$ cat config.mk
export PLATFORM = sky130hd
export DESIGN_NAME = cmp_chg_irq
export DESIGN_NICKNAME = d
export VERILOG_FILES = /design/src/rtl/cmp_chg_pkg.sv /design/src/rtl/cmp_sync.sv /design/src/rtl/cmp_chg_slice.sv /design/src/rtl/cmp_irq_gate.sv /design/src/rtl/cmp_chg_irq.sv
export SDC_FILE = /design/constraint.sdc
export NUM_CORES = 1
export LEC_CHECK = 0
export BUFFER_PORTS_ARGS = -buffer_cell sky130_fd_sc_hd__buf_2
export CAP_MARGIN = 20
export CORE_AREA = 8 8 45 47
export CTS_BUF_LIST = sky130_fd_sc_hd__clkbuf_4 sky130_fd_sc_hd__clkbuf_8
export DETAILED_ROUTE_END_ITERATION = 16
export DIE_AREA = 0 0 53 55
export PLACE_DENSITY_LB_ADDON = 0.05
export SKIP_CTS_REPAIR_TIMING = 1
export SYNTH_ARGS = -nofsm -noshare
export SYNTH_HDL_FRONTEND = slang
export SYNTH_SLANG_ARGS = --single-unit
$ cat constraint.sdc
create_clock -name clk_i -period 1.1 [get_ports clk_i]
set_input_delay 0.22 -clock clk_i [delete_from_list [all_inputs] [get_ports clk_i]]
set_output_delay 0.22 -clock clk_i [all_outputs]
set_load 0.01 [all_outputs]
$ cat src/rtl/cmp_chg_pkg.sv
package cmp_chg_pkg;
  localparam int unsigned SYNC_DEPTH = 2;

  typedef struct packed {
    logic samp;
    logic snap;
  } cmp_latch_t;
endpackage

$ cat src/rtl/cmp_sync.sv
module cmp_sync #(
  parameter int unsigned WIDTH  = 2,
  parameter int unsigned STAGES = 2
) (
  input  logic             clk_i,
  input  logic             rst_ni,
  input  logic [WIDTH-1:0] d_i,
  output logic [WIDTH-1:0] q_o
);
  logic [WIDTH-1:0] stage_q [STAGES];

  always_ff @(posedge clk_i or negedge rst_ni) begin
    if (!rst_ni) begin
      for (int s = 0; s < STAGES; s++) stage_q[s] <= '0;
    end else begin
      stage_q[0] <= d_i;
      for (int s = 1; s < STAGES; s++) stage_q[s] <= stage_q[s-1];
    end
  end

  assign q_o = stage_q[STAGES-1];
endmodule

$ cat src/rtl/cmp_chg_slice.sv
module cmp_chg_slice
  import cmp_chg_pkg::*;
(
  input  logic clk_i,
  input  logic rst_ni,
  input  logic level_i,
  input  logic phase1_i,
  input  logic snap_en_i,
  input  logic flag_wr_i,
  input  logic flag_wdata_i,
  output logic samp_o,
  output logic snap_o,
  output logic flag_o
);
  cmp_latch_t lat_q;
  logic       flag_q;
  logic       mismatch;

  assign mismatch = lat_q.samp ^ lat_q.snap;

  always_ff @(posedge clk_i or negedge rst_ni) begin
    if (!rst_ni) begin
      lat_q <= '0;
    end else begin
      if (phase1_i)  lat_q.samp <= level_i;
      if (snap_en_i) lat_q.snap <= lat_q.samp;
    end
  end

  // mismatch set dominates a software write
  always_ff @(posedge clk_i or negedge rst_ni) begin
    if (!rst_ni)        flag_q <= 1'b0;
    else if (mismatch)  flag_q <= 1'b1;
    else if (flag_wr_i) flag_q <= flag_wdata_i;
  end

  assign samp_o = lat_q.samp;
  assign snap_o = lat_q.snap;
  assign flag_o = flag_q;
endmodule

$ cat src/rtl/cmp_irq_gate.sv
module cmp_irq_gate #(
  parameter int unsigned NUM_CMP = 2
) (
  input  logic [NUM_CMP-1:0] flag_i,
  input  logic [NUM_CMP-1:0] ie_i,
  input  logic               periph_ie_i,
  input  logic               global_ie_i,
  output logic               irq_o
);
  logic any_src;

  always_comb begin
    any_src = 1'b0;
    for (int i = 0; i < NUM_CMP; i++) any_src = any_src | (flag_i[i] & ie_i[i]);
  end

  assign irq_o = any_src & periph_ie_i & global_ie_i;
endmodule

$ cat src/rtl/cmp_chg_irq.sv
module cmp_chg_irq
  import cmp_chg_pkg::*;
#(
  parameter int unsigned NUM_CMP = 2
) (
  input  logic               clk_i,
  input  logic               rst_ni,
  input  logic [NUM_CMP-1:0] cmp_raw_i,
  input  logic               phase1_i,
  input  logic               ctrl_rd_i,
  input  logic               ctrl_wr_i,
  input  logic               flag_wr_i,
  input  logic [NUM_CMP-1:0] flag_wdata_i,
  input  logic [NUM_CMP-1:0] cmp_ie_i,
  input  logic               periph_ie_i,
  input  logic               global_ie_i,
  output logic [NUM_CMP-1:0] cmp_state_o,
  output logic [NUM_CMP-1:0] flag_o,
  output logic               irq_o
);
  logic [NUM_CMP-1:0] level_sync;
  logic [NUM_CMP-1:0] samp_q;
  logic [NUM_CMP-1:0] snap_q;
  logic               snap_en;

  // a write begins with a read, so both refresh the snapshot
  assign snap_en = ctrl_rd_i | ctrl_wr_i;

  cmp_sync #(
    .WIDTH (NUM_CMP),
    .STAGES(SYNC_DEPTH)
  ) sync_i (
    .clk_i (clk_i),
    .rst_ni(rst_ni),
    .d_i   (cmp_raw_i),
    .q_o   (level_sync)
  );

  for (genvar g = 0; g < NUM_CMP; g++) begin : g_slice
    cmp_chg_slice slice_i (
      .clk_i       (clk_i),
      .rst_ni      (rst_ni),
      .level_i     (level_sync[g]),
      .phase1_i    (phase1_i),
      .snap_en_i   (snap_en),
      .flag_wr_i   (flag_wr_i),
      .flag_wdata_i(flag_wdata_i[g]),
      .samp_o      (samp_q[g]),
      .snap_o      (snap_q[g]),
      .flag_o      (flag_o[g])
    );
  end

  cmp_irq_gate #(.NUM_CMP(NUM_CMP)) gate_i (
    .flag_i     (flag_o),
    .ie_i       (cmp_ie_i),
    .periph_ie_i(periph_ie_i),
    .global_ie_i(global_ie_i),
    .irq_o      (irq_o)
  );

  assign cmp_state_o = samp_q;
endmodule

==> metrics.txt <==
run status=finished, violations left; violations in the final reports=negative setup slack; TritonCTS clock tree=built; number of clock sinks seen by CTS=10; final-stage net count=62; Max Slew Vio Count=0; transition time of the tightest slew-check pin=222 ps; leakage dissipation=0.245 nW; data required time of the critical path=880 ps; master cell of the clock root buffer=sky130_fd_sc_hd__clkbuf_4; average wire per cell in the routed design=12.5 um; setup-violating endpoint count in the final report=1; detailed placer's ending HPWL=662 um; vias post-DR=260; most frequent cells after synthesis=sky130_fd_sc_hd__dfrtp_1 (10), sky130_fd_sc_hd__buf_4 (4), sky130_fd_sc_hd__mux2_2 (4); final cell count without fillers=62; maximum clock frequency=0.809 GHz; TNS Setup=-136 ps; area added between synthesis and finish=28.8%; async set or reset register ratio after synthesis=1.00; clock-pin slew of the registers on the worst-case setup and hold paths=60 ps; synthesized area per cell=14.0 um^2; Mapped Area=392 um^2; number of remaining DRC errors=0; share of synthesized cell area in and, or, nand and nor gates=0.0543; library cell occupying the most area in the post-synthesis netlist=sky130_fd_sc_hd__dfrtp_1; count of cell types in the netlist=9; number of core rows=14; largest family of logic cells by synthesized area=multiplexers; overall routed net length=777 um; chain of cells forming the critical path=a22oi_1 > nor2_1 > buf_2; antenna violations before repair=0; syn nets=42; last weighted congestion value of the routability-driven placer=0.725; dominant cell by count in the synthesized netlist=sky130_fd_sc_hd__dfrtp_1; number of global-route vias before repair=313; delay contributed by the slowest stage of the critical path=390 ps; first-pass GRT wire length=1310 um; GRT overflow=0; post-synthesis compound-gate area fraction=0.0192; startpoint class of the critical path=flip-flop; Buffers on Ports=18; first-pass iteration count of the detailed router=1; layout cells sized above 1=0.565; number of instances in the synthesized netlist=28; die footprint=2920 um^2; detailed-route vias per instance=4.19; maximum level of the CTS H-tree=1; xor/xnor cell area share of the yosys netlist=0.0447; CTS max path bufs=2; path category of the worst min-delay check=in -> reg; number of instances in the placed design=58; minimum period implied by the final worst setup slack=1240 ps; top-level port count=19; power density over the cells=1540 nW/um^2; Critical Setup Path Class=reg -> out; number of buffers created by CTS=3; clock latency of the later-clocked register in the worst-skew pair=250 ps; ratio of final minimum period to clock period=1.12; highest net fanout along the worst path=3; arrival time worst endpoint=1020 ps; combined global-route utilization of all metal layers=0.0623; adder and majority gate portion of the synthesized area=0; yosys synthesis warning count=0; top post-synthesis cells by area=sky130_fd_sc_hd__dfrtp_1 (64%), sky130_fd_sc_hd__mux2_2 (12%), sky130_fd_sc_hd__buf_4 (7.7%); DIE WIDTH=53 um; number of flops mapped to enable cells by yosys=0; initial cell density of the core=0.283; Slew headroom=0.852; portion of the post-synthesis area used by sequential elements=0.639; largest net degree at the start of global routing=11; area inside the core boundary=1380 um^2; number of hold-slack violations in the final timing report=0; number of max-cap violations=0; Max VDD drop=0.000587 V; kind of end point of the critical path=primary output; number of synthesized register bits=10; most common flop cell mapped by yosys=sky130_fd_sc_hd__dfrtp_1; antenna cell count=0; initial detailed-routing violation count=0; antenna viol nets, final=0; share of the synthesized area in the top cell type=0.639; setup repair after global routing missed its margin=true; cell with the largest stage delay on the worst path=sky130_fd_sc_hd__dfrtp_1; multiplexer share of the synthesized area=0.166; die extent in y=55 um; worst-case clock skew=1.25 ps; fin worst setup slack=-136 ps
-- final timing paths --
check / cells after the start / end / from / slack, ps
setup / recovery: 3 / irq_o / g_slice[0].slice_i.flag_o / -140
hold / removal: 1 / sync_i.stage_q[2] / cmp_raw_i[0] / 70
setup reg to reg: 1 / g_slice[1].slice_i.samp_o / g_slice[1].slice_i.samp_o / 310
hold reg to reg: 0 / sync_i.q_o[0] / sync_i.stage_q[2] / 350
max in group asynchronous: 2 / g_slice[1].slice_i.flag_o / rst_ni / 570
min in group asynchronous: 2 / g_slice[0].slice_i.samp_o / rst_ni / 340
-- cell type report --
type                            instances  area [um^2]
Timing Repair Buffer                   19          100
Multi-Input combinational cell         14          111
Tap cell                               16         20.0
Sequential cell                        10          250
Fill cell                             147          880
Clock buffer                            3         22.5
-- layer usage --
layer	global-route usage	vias up	routed length [um]	share of wire
li1	-	125	-	-
met1	0.0545	120	293	0.38
met2	0.107	15	361	0.46
met3	0.0374	0	121	0.16
met4	0.0388	0	0	0
met5	0	-	0	0
-- power breakdown --
| part | switching (mW) | total, mW | internal (mW) |
|---|---|---|---|
| Clock | 0.108 | 0.233 | 0.125 |
| Sequential | 0.0227 | 0.425 | 0.403 |
| Combinational | 0.0496 | 0.117 | 0.0672 |
| Total | 0.180 | 0.775 | 0.595 |
-- worst max-delay path: cells and delay by family (launching register included) --
| kind | cells | cell delay [ps] |
|---|---|---|
| compound gates | 1 | 170 |
| simple gates | 1 | 60 |
| buf+inv | 1 | 140 |
| flops | 1 | 390 |
-- cells by family after synthesis --
group | after synthesis
XOR/XNOR | 2
AND/OR/NAND/NOR | 5
AO/OA/AOI/OAI | 1
buffers and inverters | 4
multiplexers | 6
flip-flops | 10
-- metrics by stage --
step | power [mW] | setup slack [ps] | hold slack [ps] | cell area [um^2] | util
2_1_floorplan | 0.511 | 256 | -75.6 | 392 | -
3_3_place_gp | 0.546 | 155 | 85.6 | 472 | 0.341
3_5_place_dp | 0.551 | 117 | 91.9 | 472 | 0.341
4_1_cts | 0.796 | -168 | -191 | 494 | 0.357
5_1_grt | 0.827 | -196 | 59.7 | 504 | 0.364
6_report | 0.775 | -136 | 71.7 | 504 | 0.364
-- cell usage in the layout, fill, tap and decap left out --
cell type / count
sky130_fd_sc_hd__dlygate4sd3_1: 1
sky130_fd_sc_hd__nor2_2: 1
sky130_fd_sc_hd__buf_2: 18
sky130_fd_sc_hd__clkbuf_4: 3
sky130_fd_sc_hd__mux2i_1: 2
sky130_fd_sc_hd__nor2_1: 1
sky130_fd_sc_hd__nand2_1: 3
sky130_fd_sc_hd__dfrtp_1: 10
sky130_fd_sc_hd__mux2_2: 4
sky130_fd_sc_hd__a22oi_1: 1
sky130_fd_sc_hd__xnor2_1: 2
-- sequential cells by signal, summed over array words and instances (netlist names) --
| signal | count |
|---|---|
| g_slice.slice_i.samp_o | 2 |
| g_slice.slice_i.snap_o | 2 |
| sync_i.q_o | 2 |
| g_slice.slice_i.flag_o | 2 |
| sync_i.stage_q | 2 |
No activity file was read; power rests on OpenSTA's default activity.
